==> src/rtl/tx_stream_pkg.sv <==
// Package: shared types for the transmit stream.
// Assumes: included first in compile order.
package tx_stream_pkg;
    // Decision taken for the slot at a frame boundary.
    typedef enum logic [1:0] {
        SLOT_IDLE     = 2'd0,
        SLOT_SEND     = 2'd1,
        SLOT_UNDERRUN = 2'd2
    } slot_outcome_e;
endpackage

==> src/rtl/tx_sample_fifo.sv <==
// Module: tx_sample_fifo
// First-in first-out store of samples between the DMA side and the link side.
// Assumes: DEPTH >= 2; the caller never pops while empty; a push while full
// is dropped.
module tx_sample_fifo #(
    parameter int DATA_W = 20,
    parameter int DEPTH  = 4
) (
    input  logic              clk,
    input  logic              rst_n,
    input  logic              push,
    input  logic [DATA_W-1:0] wdata,
    input  logic              pop,
    output logic [DATA_W-1:0] head,
    output logic              empty,
    output logic              full
);
    localparam int PTR_W = $clog2(DEPTH);
    localparam int CNT_W = $clog2(DEPTH + 1);

    logic [DATA_W-1:0] mem [DEPTH];
    logic [PTR_W-1:0]  wr_ptr, rd_ptr;
    logic [CNT_W-1:0]  count;
    logic              push_ok;

    assign full    = (count == CNT_W'(DEPTH));
    assign empty   = (count == '0);
    assign push_ok = push && !full;
    assign head    = mem[rd_ptr];

    // Per-entry write: only the slot under the write pointer captures data.
    for (genvar i = 0; i < DEPTH; i++) begin : g_entry
        always_ff @(posedge clk) begin
            if (push_ok && wr_ptr == PTR_W'(i)) mem[i] <= wdata;
        end
    end

    // Pointer and occupancy bookkeeping.
    always_ff @(posedge clk) begin
        if (!rst_n) begin
            wr_ptr <= '0;
            rd_ptr <= '0;
            count  <= '0;
        end else begin
            if (push_ok)
                wr_ptr <= (wr_ptr == PTR_W'(DEPTH - 1)) ? '0 : wr_ptr + 1'b1;
            if (pop)
                rd_ptr <= (rd_ptr == PTR_W'(DEPTH - 1)) ? '0 : rd_ptr + 1'b1;
            count <= count + CNT_W'(push_ok) - CNT_W'(pop);
        end
    end

    AST_NO_OVERFLOW: assert property (@(posedge clk) disable iff (!rst_n)
        count <= CNT_W'(DEPTH));
    AST_FULL_DROPS: assert property (@(posedge clk) disable iff (!rst_n)
        (full && push && !pop) |=> full);
    AST_NO_EMPTY_POP: assert property (@(posedge clk) disable iff (!rst_n)
        pop |-> !empty);
    AST_PUSH_POP_BALANCE: assert property (@(posedge clk) disable iff (!rst_n)
        (push && pop && !full) |=> $stable(count));
endmodule

==> src/rtl/tx_dma_req.sv <==
// Module: tx_dma_req
// Raises the DMA request while DMA is enabled and the FIFO has room.
// Assumes: fifo_full comes from registered occupancy.
module tx_dma_req (
    input  logic clk,
    input  logic rst_n,
    input  logic dma_en,
    input  logic fifo_full,
    output logic dma_req
);
    // Request is a pure function of enable and room.
    always_comb dma_req = dma_en && !fifo_full;

    AST_REQ_DROPS_FULL: assert property (@(posedge clk) disable iff (!rst_n)
        fifo_full |-> !dma_req);
    AST_REQ_NEEDS_EN: assert property (@(posedge clk) disable iff (!rst_n)
        !dma_en |-> !dma_req);
endmodule

==> src/rtl/tx_slot_ctrl.sv <==
// Module: tx_slot_ctrl
// Decides per frame whether the slot carries a sample, pops the FIFO,
// holds the slot output and keeps the sticky underrun flag.
// Assumes: frame_start is a one-cycle pulse; fifo_empty/fifo_head are
// registered FIFO state.
module tx_slot_ctrl
    import tx_stream_pkg::*;
#(
    parameter int DATA_W = 20
) (
    input  logic              clk,
    input  logic              rst_n,
    input  logic              frame_start,
    input  logic              slot_req,
    input  logic              slot_en,
    input  logic              fifo_empty,
    input  logic [DATA_W-1:0] fifo_head,
    input  logic              udr_clr,
    output logic              pop,
    output logic [DATA_W-1:0] slot_data,
    output logic              slot_valid,
    output logic              underrun
);
    slot_outcome_e outcome;

    // Classify the current cycle's slot decision.
    always_comb begin
        outcome = SLOT_IDLE;
        if (frame_start && slot_req && slot_en)
            outcome = fifo_empty ? SLOT_UNDERRUN : SLOT_SEND;
    end

    // Pop only when a sample actually goes out.
    assign pop = (outcome == SLOT_SEND);

    // Slot output register, updated once per frame.
    always_ff @(posedge clk) begin
        if (!rst_n) begin
            slot_valid <= 1'b0;
            slot_data  <= '0;
        end else if (frame_start) begin
            slot_valid <= (outcome == SLOT_SEND);
            slot_data  <= (outcome == SLOT_SEND) ? fifo_head : '0;
        end
    end

    // Sticky underrun flag; a new underrun beats a clear.
    always_ff @(posedge clk) begin
        if (!rst_n)                      underrun <= 1'b0;
        else if (outcome == SLOT_UNDERRUN) underrun <= 1'b1;
        else if (udr_clr)                underrun <= 1'b0;
    end

    AST_SEND_VALID: assert property (@(posedge clk) disable iff (!rst_n)
        (frame_start && slot_req && slot_en && !fifo_empty)
        |=> slot_valid && slot_data == $past(fifo_head));
    AST_HOLD_BETWEEN: assert property (@(posedge clk) disable iff (!rst_n)
        !frame_start |=> $stable(slot_valid) && $stable(slot_data));
    AST_IDLE_SLOT: assert property (@(posedge clk) disable iff (!rst_n)
        (frame_start && !(slot_req && slot_en))
        |=> !slot_valid && slot_data == '0);
    AST_UNDERRUN_SET: assert property (@(posedge clk) disable iff (!rst_n)
        (frame_start && slot_req && slot_en && fifo_empty)
        |=> underrun && !slot_valid);
    AST_UNDERRUN_STICKY: assert property (@(posedge clk) disable iff (!rst_n)
        (underrun && !udr_clr) |=> underrun);
endmodule

==> src/rtl/audio_tx_stream.sv <==
// Module: audio_tx_stream (top)
// One outbound sample stream: a DMA-filled FIFO drained by codec slot
// requests, with a valid tag per slot and a sticky underrun flag.
// Assumes: frame_start is a one-cycle pulse per frame; udr_clr is a pulse.
module audio_tx_stream #(
    parameter int DATA_W = 20,
    parameter int DEPTH  = 4
) (
    input  logic              clk,
    input  logic              rst_n,
    input  logic              slot_en,
    input  logic              dma_en,
    input  logic              frame_start,
    input  logic              slot_req,
    input  logic [DATA_W-1:0] dma_wdata,
    input  logic              dma_wstrobe,
    input  logic              udr_clr,
    output logic [DATA_W-1:0] slot_data,
    output logic              slot_valid,
    output logic              dma_req,
    output logic              underrun
);
    logic              f_empty, f_full, f_pop;
    logic [DATA_W-1:0] f_head;

    tx_sample_fifo #(.DATA_W(DATA_W), .DEPTH(DEPTH)) u_fifo (
        .clk(clk), .rst_n(rst_n), .push(dma_wstrobe), .wdata(dma_wdata),
        .pop(f_pop), .head(f_head), .empty(f_empty), .full(f_full)
    );

    tx_dma_req u_req (
        .clk(clk), .rst_n(rst_n), .dma_en(dma_en), .fifo_full(f_full),
        .dma_req(dma_req)
    );

    tx_slot_ctrl #(.DATA_W(DATA_W)) u_slot (
        .clk(clk), .rst_n(rst_n), .frame_start(frame_start),
        .slot_req(slot_req), .slot_en(slot_en), .fifo_empty(f_empty),
        .fifo_head(f_head), .udr_clr(udr_clr), .pop(f_pop),
        .slot_data(slot_data), .slot_valid(slot_valid), .underrun(underrun)
    );
endmodule

==> config.mk <==
export PLATFORM = sky130hd
export DESIGN_NAME = audio_tx_stream
export DESIGN_NICKNAME = d
export VERILOG_FILES = /design/src/rtl/tx_stream_pkg.sv /design/src/rtl/tx_sample_fifo.sv /design/src/rtl/tx_dma_req.sv /design/src/rtl/tx_slot_ctrl.sv /design/src/rtl/audio_tx_stream.sv
export SDC_FILE = /design/constraint.sdc
export NUM_CORES = 1
export LEC_CHECK = 0
export CAP_MARGIN = 5
export CORE_ASPECT_RATIO = 1.25
export CORE_MARGIN = 4
export CORE_UTILIZATION = 45
export DETAILED_ROUTE_END_ITERATION = 10
export DONT_BUFFER_PORTS = 1
export HOLD_SLACK_MARGIN = 0.03
export PLACE_DENSITY = 0.66
export SYNTH_ARGS = -nofsm -noshare
export SYNTH_HDL_FRONTEND = slang
export SYNTH_SLANG_ARGS = --single-unit
==> constraint.sdc <==
create_clock -name clk -period 4.22 [get_ports clk]
set_input_delay 0.211 -clock clk [delete_from_list [all_inputs] [get_ports clk]]
set_output_delay 0.211 -clock clk [all_outputs]
set_load 0.01 [all_outputs]
== Word-level counts from Yosys, hierarchy flattened ==
Memories as Yosys holds them, arrays and structs flattened. A register that Yosys moved wholly into a read port is not among the register bits.
Cells that the tools add are included.
Storage, ports and cells
  bits in registers: 29
  RAM bits: 80
  output and inout bits: 23
  memories: 1
Memory list
  u_fifo.mem: words 4, bits a word 20, read ports 1, clocked after memory_dff 1, write ports 1, line tx_sample_fifo.sv:21  | logic [DATA_W-1:0] mem [DEPTH];
Operators by class
  $add $sub $neg: 4
  eq/ne operators: 7
  muxes and demuxes: 26
  reduce and logical (&&, ||, !) cells: 15
Operator list (count)
  20-bit 2-to-1 mux: 4
  20-bit OR reduction: 3
  2-bit 2-to-1 mux: 9
  1-bit 2-to-1 mux: 13
  2-bit == test, second input constant: 4
  1-bit logical AND: 8
  2-bit by 1-bit adder with 2-bit output, second input constant: 2
  2-bit by 1-bit == test with 1-bit output, second input constant: 2
  3-bit by 1-bit adder with 3-bit output: 1
  3-bit == test, second input constant: 1
  3-bit zero test: 1
  3-bit by 1-bit subtractor with 3-bit output: 1
  2-bit zero test: 1
  2-bit nonzero test: 1
  1-bit zero test: 1

== Logic depth before layout (Yosys ltp) ==
Gate-level depths: netlist (run 1).
  word-level depth: 10
  mapped depth: 9
  depth with buffers taken out: 9

== By module ==
Synthesis (run 1) repeated with hierarchy kept, for this count alone.
Unflattened totals
  cell total of the unflattened synthesis: 216
  area total of the unflattened synthesis: 4227.8 um^2
By module, submodules not included
  tx_sample_fifo: times used 1, cells each 152, area each 3382.0 um^2
  tx_slot_ctrl: times used 1, cells each 63, area each 832.0 um^2
  tx_dma_req: times used 1, cells each 1, area each 13.8 um^2

== Least setup slack after synthesis (run 1) ==
No wires, ideal clock.
  path type: register to register
  start: register u_fifo.count[1]
  end: register u_fifo.count[2]
  library setup time: 0.078 ns
  arrival time: 1.856 ns
  required time: 4.142 ns
  path slack: 2.286 ns
  stages on the path, launching flop included: 10
  path through: dfxtp_1 -> nor3_4 -> nor3_1 -> a21o_1 -> ha_1 -> inv_1 -> fa_1 -> xor2_1 -> and2_1 -> nor3_1
On the way
  cells in the longest elaborated chain, start to end: 5
RTL lines
  from (decl): line tx_sample_fifo.sv:23  | logic [CNT_W-1:0] count;
  from (signal assigned): line tx_sample_fifo.sv:49  | count <= count + CNT_W'(push_ok) - CNT_W'(pop);
  3-bit == test / 3-bit zero test (equally long branches): line tx_sample_fifo.sv:26, tx_sample_fifo.sv:27
  1-bit zero test / 2-bit 2-to-1 mux (equally long branches): line tx_sample_fifo.sv:28, tx_slot_ctrl.sv:30
  1-bit logical AND / 2-bit 2-to-1 mux (equally long branches): line tx_sample_fifo.sv:28, tx_slot_ctrl.sv:29
  3-bit by 1-bit adder with 3-bit output / 2-bit by 1-bit == test with 1-bit output (equally long branches): line tx_sample_fifo.sv:49, tx_slot_ctrl.sv:34
  3-bit by 1-bit subtractor with 3-bit output *: line tx_sample_fifo.sv:49
Mark *: on every way between the ends. The rest lies on a longest branch, timed or not.
A chain may end at the register's enable or synchronous reset.

== Final worst setup path (run 1) ==
Same ends and word-level chain as after synthesis.

==> out/metrics.cfg, run 1 <==
[power]
power_mw=2.295
peakVddDrop_uv=155.1
powerDensity_mw_per_mm2=494.0
leakagePower_nw=1.517

[clock_network]
cts_buffers=9
htreeDepth=3
cts_buffer_depth=2
cts_tree=built
clk_pin_slew_worst_paths_ns=0.09
cts_sinks=111
ctsRootBufferMaster=clkbuf_8
ctsResizeCount=0
clock_latency_ns=0.38

[global_routing]
grt_pass1_vias=2073
grt_remaining_overflow=0
grt_pass1_wl_mm=11.19
antenna_found_initial=0
grt_usage_pct=14.59
grt_max_degree=22

[floorplanning]
dieArea_mm2=0.01069
core-area_mm2=0.008796
die_w_um=93.29
initial_core_util_pct=46.51
die_y_um=114.6
fp-row-count=38
ios=51

[sta]
relSlewSlack_pct=27.75
whs_ns=0.06399
tns_ns=0
fin_skew_ns=0.01570
fin_crit_ns=2.119
maxSlewViolCount=0
finalHoldViolations=0
setup_viol_count_final=0
max_freq_ghz=0.4719
rsz0062_at_grt=false
min_period_over_period_pct=50.22
worst_pin_slew_ns=1.084

[drt]
drc_errors=0
drt-pass1-iter-count=4
dr_total_vias=1980
drt_wl_total_mm=7.101
wl_per_cell_um=19.51
ant_nets=0
via_per_inst=5.440
detail_route.iter0.violations=112

[layout]
diodes=0
seq_area_mm2=0.003023
multi_input_comb_area_um2=992.2
nFillCells=706
area_growth_pct=13.55
drive_gt1_share_pct=16.39
fin_nets=274

[synth]
syn_avg_cell_area_um2=19.03
yosysTopAreaCell=edfxtp_1
ys_async_sr_fraction_pct=0
syn_inst=215
syn_nets=250
synth_warnings=0
synth.top_cells.by_area=edfxtp_1, dfxtp_1, mux4_2
synth-seq-cells=111
synth-edff-count=80
yosysUniqueCellTypes=28
ys_seq_area_share_pct=73.88
synth_ff_type=edfxtp_1
netlist.area_leader.share_pct=58.72
synth_area_mm2=0.004091

[worst_hold_path]
min_path_type=input pin to register
whs_path_depth=3

[worst_setup_path]
crit_type=register to register
worstPathArrival_ns=2.42
cp-end-kind=register
required_ns=4.52
r2r_cells=9
worst_setup_path_start_kind=register
crit_fanout=8

[placement]
gp_congestion=0.6985
port_buffers=0
place_hpwl_mm=4.250

[run_status]
outcome=finished, final reports clean

[run]
drv_cap=0

## cell usage after synthesis (all sizes together) (3+ instances only)
master,n
a21oi,8
a32o,20
and2,3
and3,5
buf,4
clkbuf,7
dfxtp,31
edfxtp,80
ha,6
inv,6
mux4,20
nor2,4
nor3,4
o21ai,4
## cell families after synthesis
logic type                 Yosys count  synth area share (%)
muxes                               20                 11.01
xor gates and xnor gates             1                0.2141
DFF                                111                 73.88
adders and majority gates            7                 2.324
buffers and inverters               17                 1.988
AOI/OAI and AO/OA                   33                 6.544
and+or+nand+nor                     26                 4.037
## final timing paths
kind	slack [ns]	to	start
setup / recovery	2.10	u_fifo.count[2]	u_fifo.count[1]
hold / removal	0.06	u_slot.underrun	udr_clr
setup reg to reg	2.10	u_fifo.count[2]	u_fifo.count[1]
hold reg to reg	0.51	u_slot.slot_valid	u_slot.slot_valid
## layer usage
| layer | GRT usage (%) | wire length (µm) |
|---|---|---|
| met5 | 0 | 0 |
| met4 | 6.452 | 85 |
| met3 | 5.654 | 464 |
| met2 | 21.85 | 3436 |
| met1 | 18.89 | 3114 |
## final cells by class
class                      count  area share, %
sequential                   111          65.07
multi-input combinational     87          21.36
timing repair buffer          24          5.063
tap                          120          3.232
clock buffer                  12          3.124
clock inverter                 4          1.670
inverter                       6         0.4848
## power by group
| group | switching (mW) | internal (mW) | total (mW) |
|---|---|---|---|
| Clock | 0.343 | 0.356 | 0.699 |
| Sequential | 0.0493 | 1.27 | 1.32 |
| Combinational | 0.148 | 0.123 | 0.272 |
## timing repair
| action | CTS | global route |
|---|---|---|
| endpoints found under the setup margin | 0 | 0 |
| setup buffers | 0 | 0 |
| hold buffers | 22 | 0 |
| endpoints found under the hold margin | 102 | 0 |
## worst max-delay path, stage by stage (launching register included)
cell	delay (ns)
dfxtp_1	0.48
nor3_4	0.11
nor3_1	0.31
a21o_1	0.14
ha_1	0.13
inv_1	0.04
fa_1	0.38
xor2_1	0.16
and2_1	0.16
nor3_1	0.12
## cells in the final DEF (no fill, tap or decap), drive strengths merged, types with 2 or more instances in the layout
master and n:
nor2 4, mux4 20, a21oi 8, and3 5
a32o 20, edfxtp 80, bufinv 2, ha 6
o21ai 4, and2 3, or4 2, buf 2
dfxtp 31, inv 8, nand3 2, clkbuf 12
dlygate4sd3 22, nor3 4
## through the flow
step | cell area [µm²] | setup slack, ns | util, % | instances
detailed placement | 4203 | 2.096 | 47.78 | 326
global route | 4646 | 1.950 | 52.82 | 364
floorplan | 4091 | 2.286 | - | 215
global placement | 4203 | 2.227 | 47.78 | 326
finish | 4646 | 2.101 | 52.82 | 364
CTS | 4646 | 2.074 | 52.82 | 364
## registers in the layout (all words and copies together), names as in the netlist, named ones only
name / cells
u_fifo.count: 3
u_slot.underrun: 1
u_fifo.wr_ptr: 2
u_fifo.mem: 80
u_slot.slot_valid: 1
u_fifo.rd_ptr: 2
u_slot.slot_data: 20
Power figures use the tool's default switching activity.
==> inputs of run 2 (changes only) <==
==> constraint.sdc (replaced) <==
create_clock -name clk -period 2.05 [get_ports clk]
set_input_delay 0.1025 -clock clk [delete_from_list [all_inputs] [get_ports clk]]
set_output_delay 0.1025 -clock clk [all_outputs]
set_load 0.01 [all_outputs]
==> run 2 against run 1 <==
Compared with the run above:
- utilization up 3.2 points
- final cell count up 8.0%
- sequential share of layout area down 3.6 points
- non-clock buffer count up 29
- final area up 6.0%
- routed wire length up 11%
- critical path depth down 5
==> out/metrics.cfg, run 2 (synthesis results as in run 1) <==
[run_status]
outcome=finished, final reports clean

[layout]
layout_commonest_cell=edfxtp_1
regMostFlops=u_fifo.mem
fin_nets=303
drive_gt1_share_pct=19.78
reg.largest.list=u_fifo.mem: 80 flops, u_slot.slot_data: 20 flops, u_fifo.count: 3 flops
nFillCells=681
largest_register_ffs=80
diodes=0
fin_util_pct=55.99
mostFrequentLayoutCells=edfxtp_1, dlygate4sd3_1, dfxtp_1
area_growth_pct=20.37
final_cells=393

[clock_network]
cts_buffers=9
cts_sinks=111
clock_latency_ns=0.38
ctsRootBufferMaster=clkbuf_8
cts_buffer_depth=2
htreeDepth=3
clk_pin_slew_worst_paths_ns=0.11
cts_tree=built
post_cts_buffers=0

[floorplanning]
initial_core_util_pct=46.51
die_y_um=114.6
dieArea_mm2=0.01069
die_w_um=93.29
core-area_mm2=0.008796
ios=51
fp-row-count=38

[global_routing]
grt_pass1_vias=2220
grt_usage_pct=15.51
antenna_found_initial=0
grt_remaining_overflow=0
grt_max_degree=22
grt_pass1_wl_mm=12.09

[power]
peakVddDrop_uv=435.2
pwr-share-seq_pct=58.2
leakagePower_nw=1.689
intPower_mw=3.448
p_comb_share_pct=14.6
clkPwrFrac_pct=27.1
swShare_pct=26.11
p_sw_mw=1.218
powerDensity_mw_per_mm2=947.5

[drt]
ant_nets=0
drc_errors=0
drt-pass1-iter-count=4
detail_route.iter0.violations=162
dr_total_vias=2138
drt_wl_total_mm=7.852
via_per_inst=5.440
wl_per_cell_um=19.98

[sta]
relSlewSlack_pct=44.90
fin_skew_ns=0.01548
maxSlewViolCount=0
min_period_over_period_pct=96.57
worst_pin_slew_ns=0.8256
tns_ns=0
max_freq_ghz=0.5051
setup_viol_count_final=0
rsz0062_at_grt=true
fin_crit_ns=1.980
finalHoldViolations=0

[placement]
gp_congestion=0.6571
dp_cells=335
port_buffers=0
place_hpwl_mm=4.261

[worst_setup_path]
crit_type=register to register
path_buf_inv=2
path_delay_family=buffers and inverters
required_ns=2.33
cp_num_cells=4
cpMaxStageDelayCell=dlygate4sd3_1
max_stage_delay_ns=0.55
path_cells=buf_12 -> mux4_2 -> a32o_1 -> dlygate4sd3_1
worst_setup_path_start_kind=register
crit_fanout=10
cp-end-kind=register
r2r_cells=4
worstPathArrival_ns=2.26

[run]
drv_cap=0

[worst_hold_path]
whs_path_depth=3
min_path_type=input pin to register

[run 2: cell count changes in the layout (fill, tap and decap cells not counted), sizes merged]
cell and delta:
clkbuf -2, clkinv +1, bufinv -2, dlygate4sd3 +19
buf +9, inv +2, clkinvlp +2
[run 2: cell type report]
class / count / area (µm²) / area share (%)
flip-flops and latches: 111 / 3027 / 61.46
multi-input cells: 87 / 997.2 / 20.25
repair buffers: 53 / 530.5 / 10.77
well taps: 120 / 150.1 / 3.049
clock buffers: 9 / 123.9 / 2.515
clock inverters: 7 / 73.82 / 1.499
inverters: 6 / 22.52 / 0.4573
[run 2: through the flow]
stage	total power [mW]	hold WS (ns)	instance area, µm²	setup WS (ns)
5_1_grt	4.900	0.07211	4925	-0.008416
3_3_place_gp	3.337	0.2016	4283	0.1384
2_1_floorplan	3.161	0.2014	4091	0.1159
3_5_place_dp	3.353	0.2016	4283	0.02211
6_report	4.666	0.07188	4925	0.07027
4_1_cts	4.696	0.04725	4891	0.006458
[run 2: routing by layer]
metal  vias to the layer above  wire [µm]  global-route usage, %
li1                        989          -                      -
met1                      1076       3333                  19.01
met2                        60       3935                  25.91
met3                        13        430                  3.813
met4                         0        153                  7.038
met5                         -          0                      0
[run 2: worst paths after layout]
kind	slack, ns	startpoint	end
max	0.07	register	u_slot.slot_data[18]
min	0.07	frame_start	u_slot.underrun
max reg2reg	0.07	register	u_slot.slot_data[18]
min reg2reg	0.52	u_slot.slot_valid	u_slot.slot_valid
[run 2: tightest hold or removal path: cells and delay by family]
family | cells | cell delay [ns]
AOI/OAI and AO/OA | 1 | 0.08
and+or+nand+nor | 2 | 0.24
[run 2: repair_timing]
action	CTS	global route
setup endpoints to repair	0	16
gates resized for setup	0	3
endpoints found under the hold margin	105	0
hold buffers	41	0
[run 2: power groups by stage]
stage | clock [mW] | sequential, mW | combinational, mW
finish | 1.27 | 2.72 | 0.682
global placement | 0 | 2.76 | 0.581
global route | 1.41 | 2.73 | 0.753
floorplan | 0 | 2.75 | 0.411
detailed placement | 0 | 2.77 | 0.587
CTS | 1.31 | 2.71 | 0.674
==> inputs of run 3 (changes only) <==
--- a/config.mk
+++ b/config.mk
@@ -6,13 +6,16 @@
 export NUM_CORES = 1
 export LEC_CHECK = 0
 export CAP_MARGIN = 5
+export CELL_PAD_IN_SITES_DETAIL_PLACEMENT = 1
+export CELL_PAD_IN_SITES_GLOBAL_PLACEMENT = 1
 export CORE_ASPECT_RATIO = 1.25
 export CORE_MARGIN = 4
 export CORE_UTILIZATION = 45
 export DETAILED_ROUTE_END_ITERATION = 10
 export DONT_BUFFER_PORTS = 1
+export GPL_ROUTABILITY_DRIVEN = 0
 export HOLD_SLACK_MARGIN = 0.03
-export PLACE_DENSITY = 0.66
+export PLACE_DENSITY = 0.73
 export SYNTH_ARGS = -nofsm -noshare
 export SYNTH_HDL_FRONTEND = slang
 export SYNTH_SLANG_ARGS = --single-unit
==> run 3 against run 2 <==
Compared with the run above:
- critical path depth rose by 5
- setup slack improved by 0.055 ns
- die area did not move
- fmax up 2.8%
- final cell count down 4.8%
- combinational power is 7.3% lower
- non-clock buffer count shrank 19
- critical endpoint is now u_fifo.count[2]
- largest power group unchanged
- highest routed layer unchanged
==> out/metrics.cfg, run 3 (synthesis results as in run 1) <==
[run_status]
outcome=finished, final reports clean

[worst_setup_path]
worst_setup_path_start_kind=register
required_ns=2.34
max_stage_delay_ns=0.40
crit_type=register to register
r2r_cells=9
worstPathArrival_ns=2.21
cpMaxStageDelayCell=dfxtp_2
path_buf_inv=1
r2r_start=u_fifo.count[0]
crit_fanout=5
r2r_slack_ns=0.13
path_delay_family=simple AND/OR/NAND/NOR gates
path_cells=nor3_4 -> nor3_2 -> a21o_1 -> ha_1 -> inv_1 -> fa_1 -> xor2_1 -> and2_1 -> nor3_1
rr_endpoint=u_fifo.count[2]
cp-end-kind=register

[sta]
maxSlewViolCount=0
max_freq_ghz=0.5195
worst_pin_slew_ns=0.9513
relSlewSlack_pct=36.37
min_period_over_period_pct=93.90
fin_skew_ns=0.007422
finalHoldViolations=0
setup_viol_count_final=0
fin_crit_ns=1.925
rsz0062_at_grt=false
finalWorstSetupSlack_ns=0.1250

[worst_hold_path]
min_from=rst_n
whs_path_depth=2
min_path_type=input pin to register
hold_end=u_slot.underrun

[global_routing]
grt_usage_pct=16.64
grt_pass1_vias=2280
grt_max_degree=22
antenna_found_initial=0
grt_pass1_wl_mm=12.85
grt_remaining_overflow=0

[drt]
drc_errors=0
wl_per_cell_um=21.47
ant_nets=0
via_per_inst=5.655
drt-pass1-iter-count=4
drt_wl_total_mm=8.029
dr_total_vias=2115
detail_route.iter0.violations=110

[layout]
largest_register_ffs=80
stdcell_area_mm2=0.004705
fin_nets=284
nFillCells=807
diodes=0
layout_commonest_cell=edfxtp_1
regMostFlops=u_fifo.mem
area_growth_pct=14.98
drive_gt1_share_pct=20.47
reg.largest.list=u_fifo.mem: 80 flops, u_slot.slot_data: 20 flops, u_fifo.count: 3 flops
mostFrequentLayoutCells=edfxtp_1, dfxtp_1, dlygate4sd3_1

[power]
p_sw_mw=1.123
peakVddDrop_uv=388.8
powerDensity_mw_per_mm2=987.0
power_mw=4.643
pwr-share-seq_pct=58.7
p_comb_share_pct=13.6
intPower_mw=3.520
leakagePower_nw=1.557
swShare_pct=24.19
clkPwrFrac_pct=27.7

[floorplanning]
die_y_um=114.6
die_w_um=93.29
fp-row-count=38
initial_core_util_pct=46.51
dieArea_mm2=0.01069
core-area_mm2=0.008796
ios=51

[clock_network]
cts_sinks=111
cts_buffers=9
cts_buffer_depth=2
cts_tree=built
clock_latency_ns=0.37
post_cts_buffers=0
htreeDepth=3
clk_pin_slew_worst_paths_ns=0.09
ctsRootBufferMaster=clkbuf_8

[placement]
preCtsSetupSlack_ns=-0.02624
place_hpwl_mm=4.947
port_buffers=0
place_area_mm2=0.004270

[run]
drv_cap=0

==> run 3: routing by layer <==
metal	vias up	track usage (%)	share of wire [%]
li1	942	-	-
met1	1098	20.56	38
met2	64	27.29	53
met3	11	4.076	6.6
met4	0	8.211	2.3
met5	-	0	0
==> run 3: area by class of cell <==
type                       instances  area, µm²  area share [%]
clock buffer                      11      141.4           3.005
clock inverter                     5      55.05           1.170
inverter                           6      22.52          0.4787
multi-input combinational         87      997.2           21.20
sequential                       111       3025           64.31
tap                              120      150.1           3.191
timing repair buffer              34      312.8           6.649
==> run 3: worst max-delay path by stage <==
| stage | startpoint | to | slack, ns | depth (start not counted) |
|---|---|---|---|---|
| final | u_fifo.count[0] | u_fifo.count[2] | 0.13 | 9 |
| after global routing | u_fifo.count[0] | u_fifo.count[2] | 0.02 | 9 |
| after CTS | u_fifo.count[0] | u_fifo.count[2] | 0.06 | 9 |
| after detailed placement | u_fifo.count[0] | u_fifo.count[2] | -0.03 | 9 |
| after global placement | u_fifo.count[0] | u_fifo.count[2] | 0.12 | 9 |
| after floorplan | u_fifo.count[1] | u_fifo.count[2] | 0.12 | 9 |
==> run 3: worst register-to-register path, delay by kind of cell, from the launching register on <==
kind / cells / cell delay (ns)
xor+xnor: 1 / 0.17
simple gates: 4 / 0.58
flops: 1 / 0.40
buf+inv: 1 / 0.05
compound gates: 1 / 0.13
fa+ha+maj: 2 / 0.52
==> run 3: metrics by stage <==
step / util (%) / std cells / hold WS, ns / setup TNS (ns)
after floorplan: - / 215 / 0.2014 / 0
after global placement: 48.55 / 335 / 0.2016 / 0
after detailed placement: 48.55 / 335 / 0.2015 / -0.02624
after CTS: 53.46 / 374 / 0.04347 / 0
after global routing: 53.49 / 374 / 0.05577 / 0
final: 53.49 / 374 / 0.05396 / 0
==> run 3: power by group through the flow <==
stage	clock, mW	combinational, mW	sequential, mW
6_report	1.28	0.632	2.73
5_1_grt	1.43	0.700	2.75
4_1_cts	1.33	0.645	2.73
3_5_place_dp	0	0.580	2.78
3_3_place_gp	0	0.561	2.76
2_1_floorplan	0	0.411	2.75
==> run 3: what timing repair did <==
item	4_1_cts	5_1_grt
setup endpoints to repair	1	1
gates resized for setup	1	2
pin swaps	0	0
endpoints found under the hold margin	104	0
hold buffers	23	0
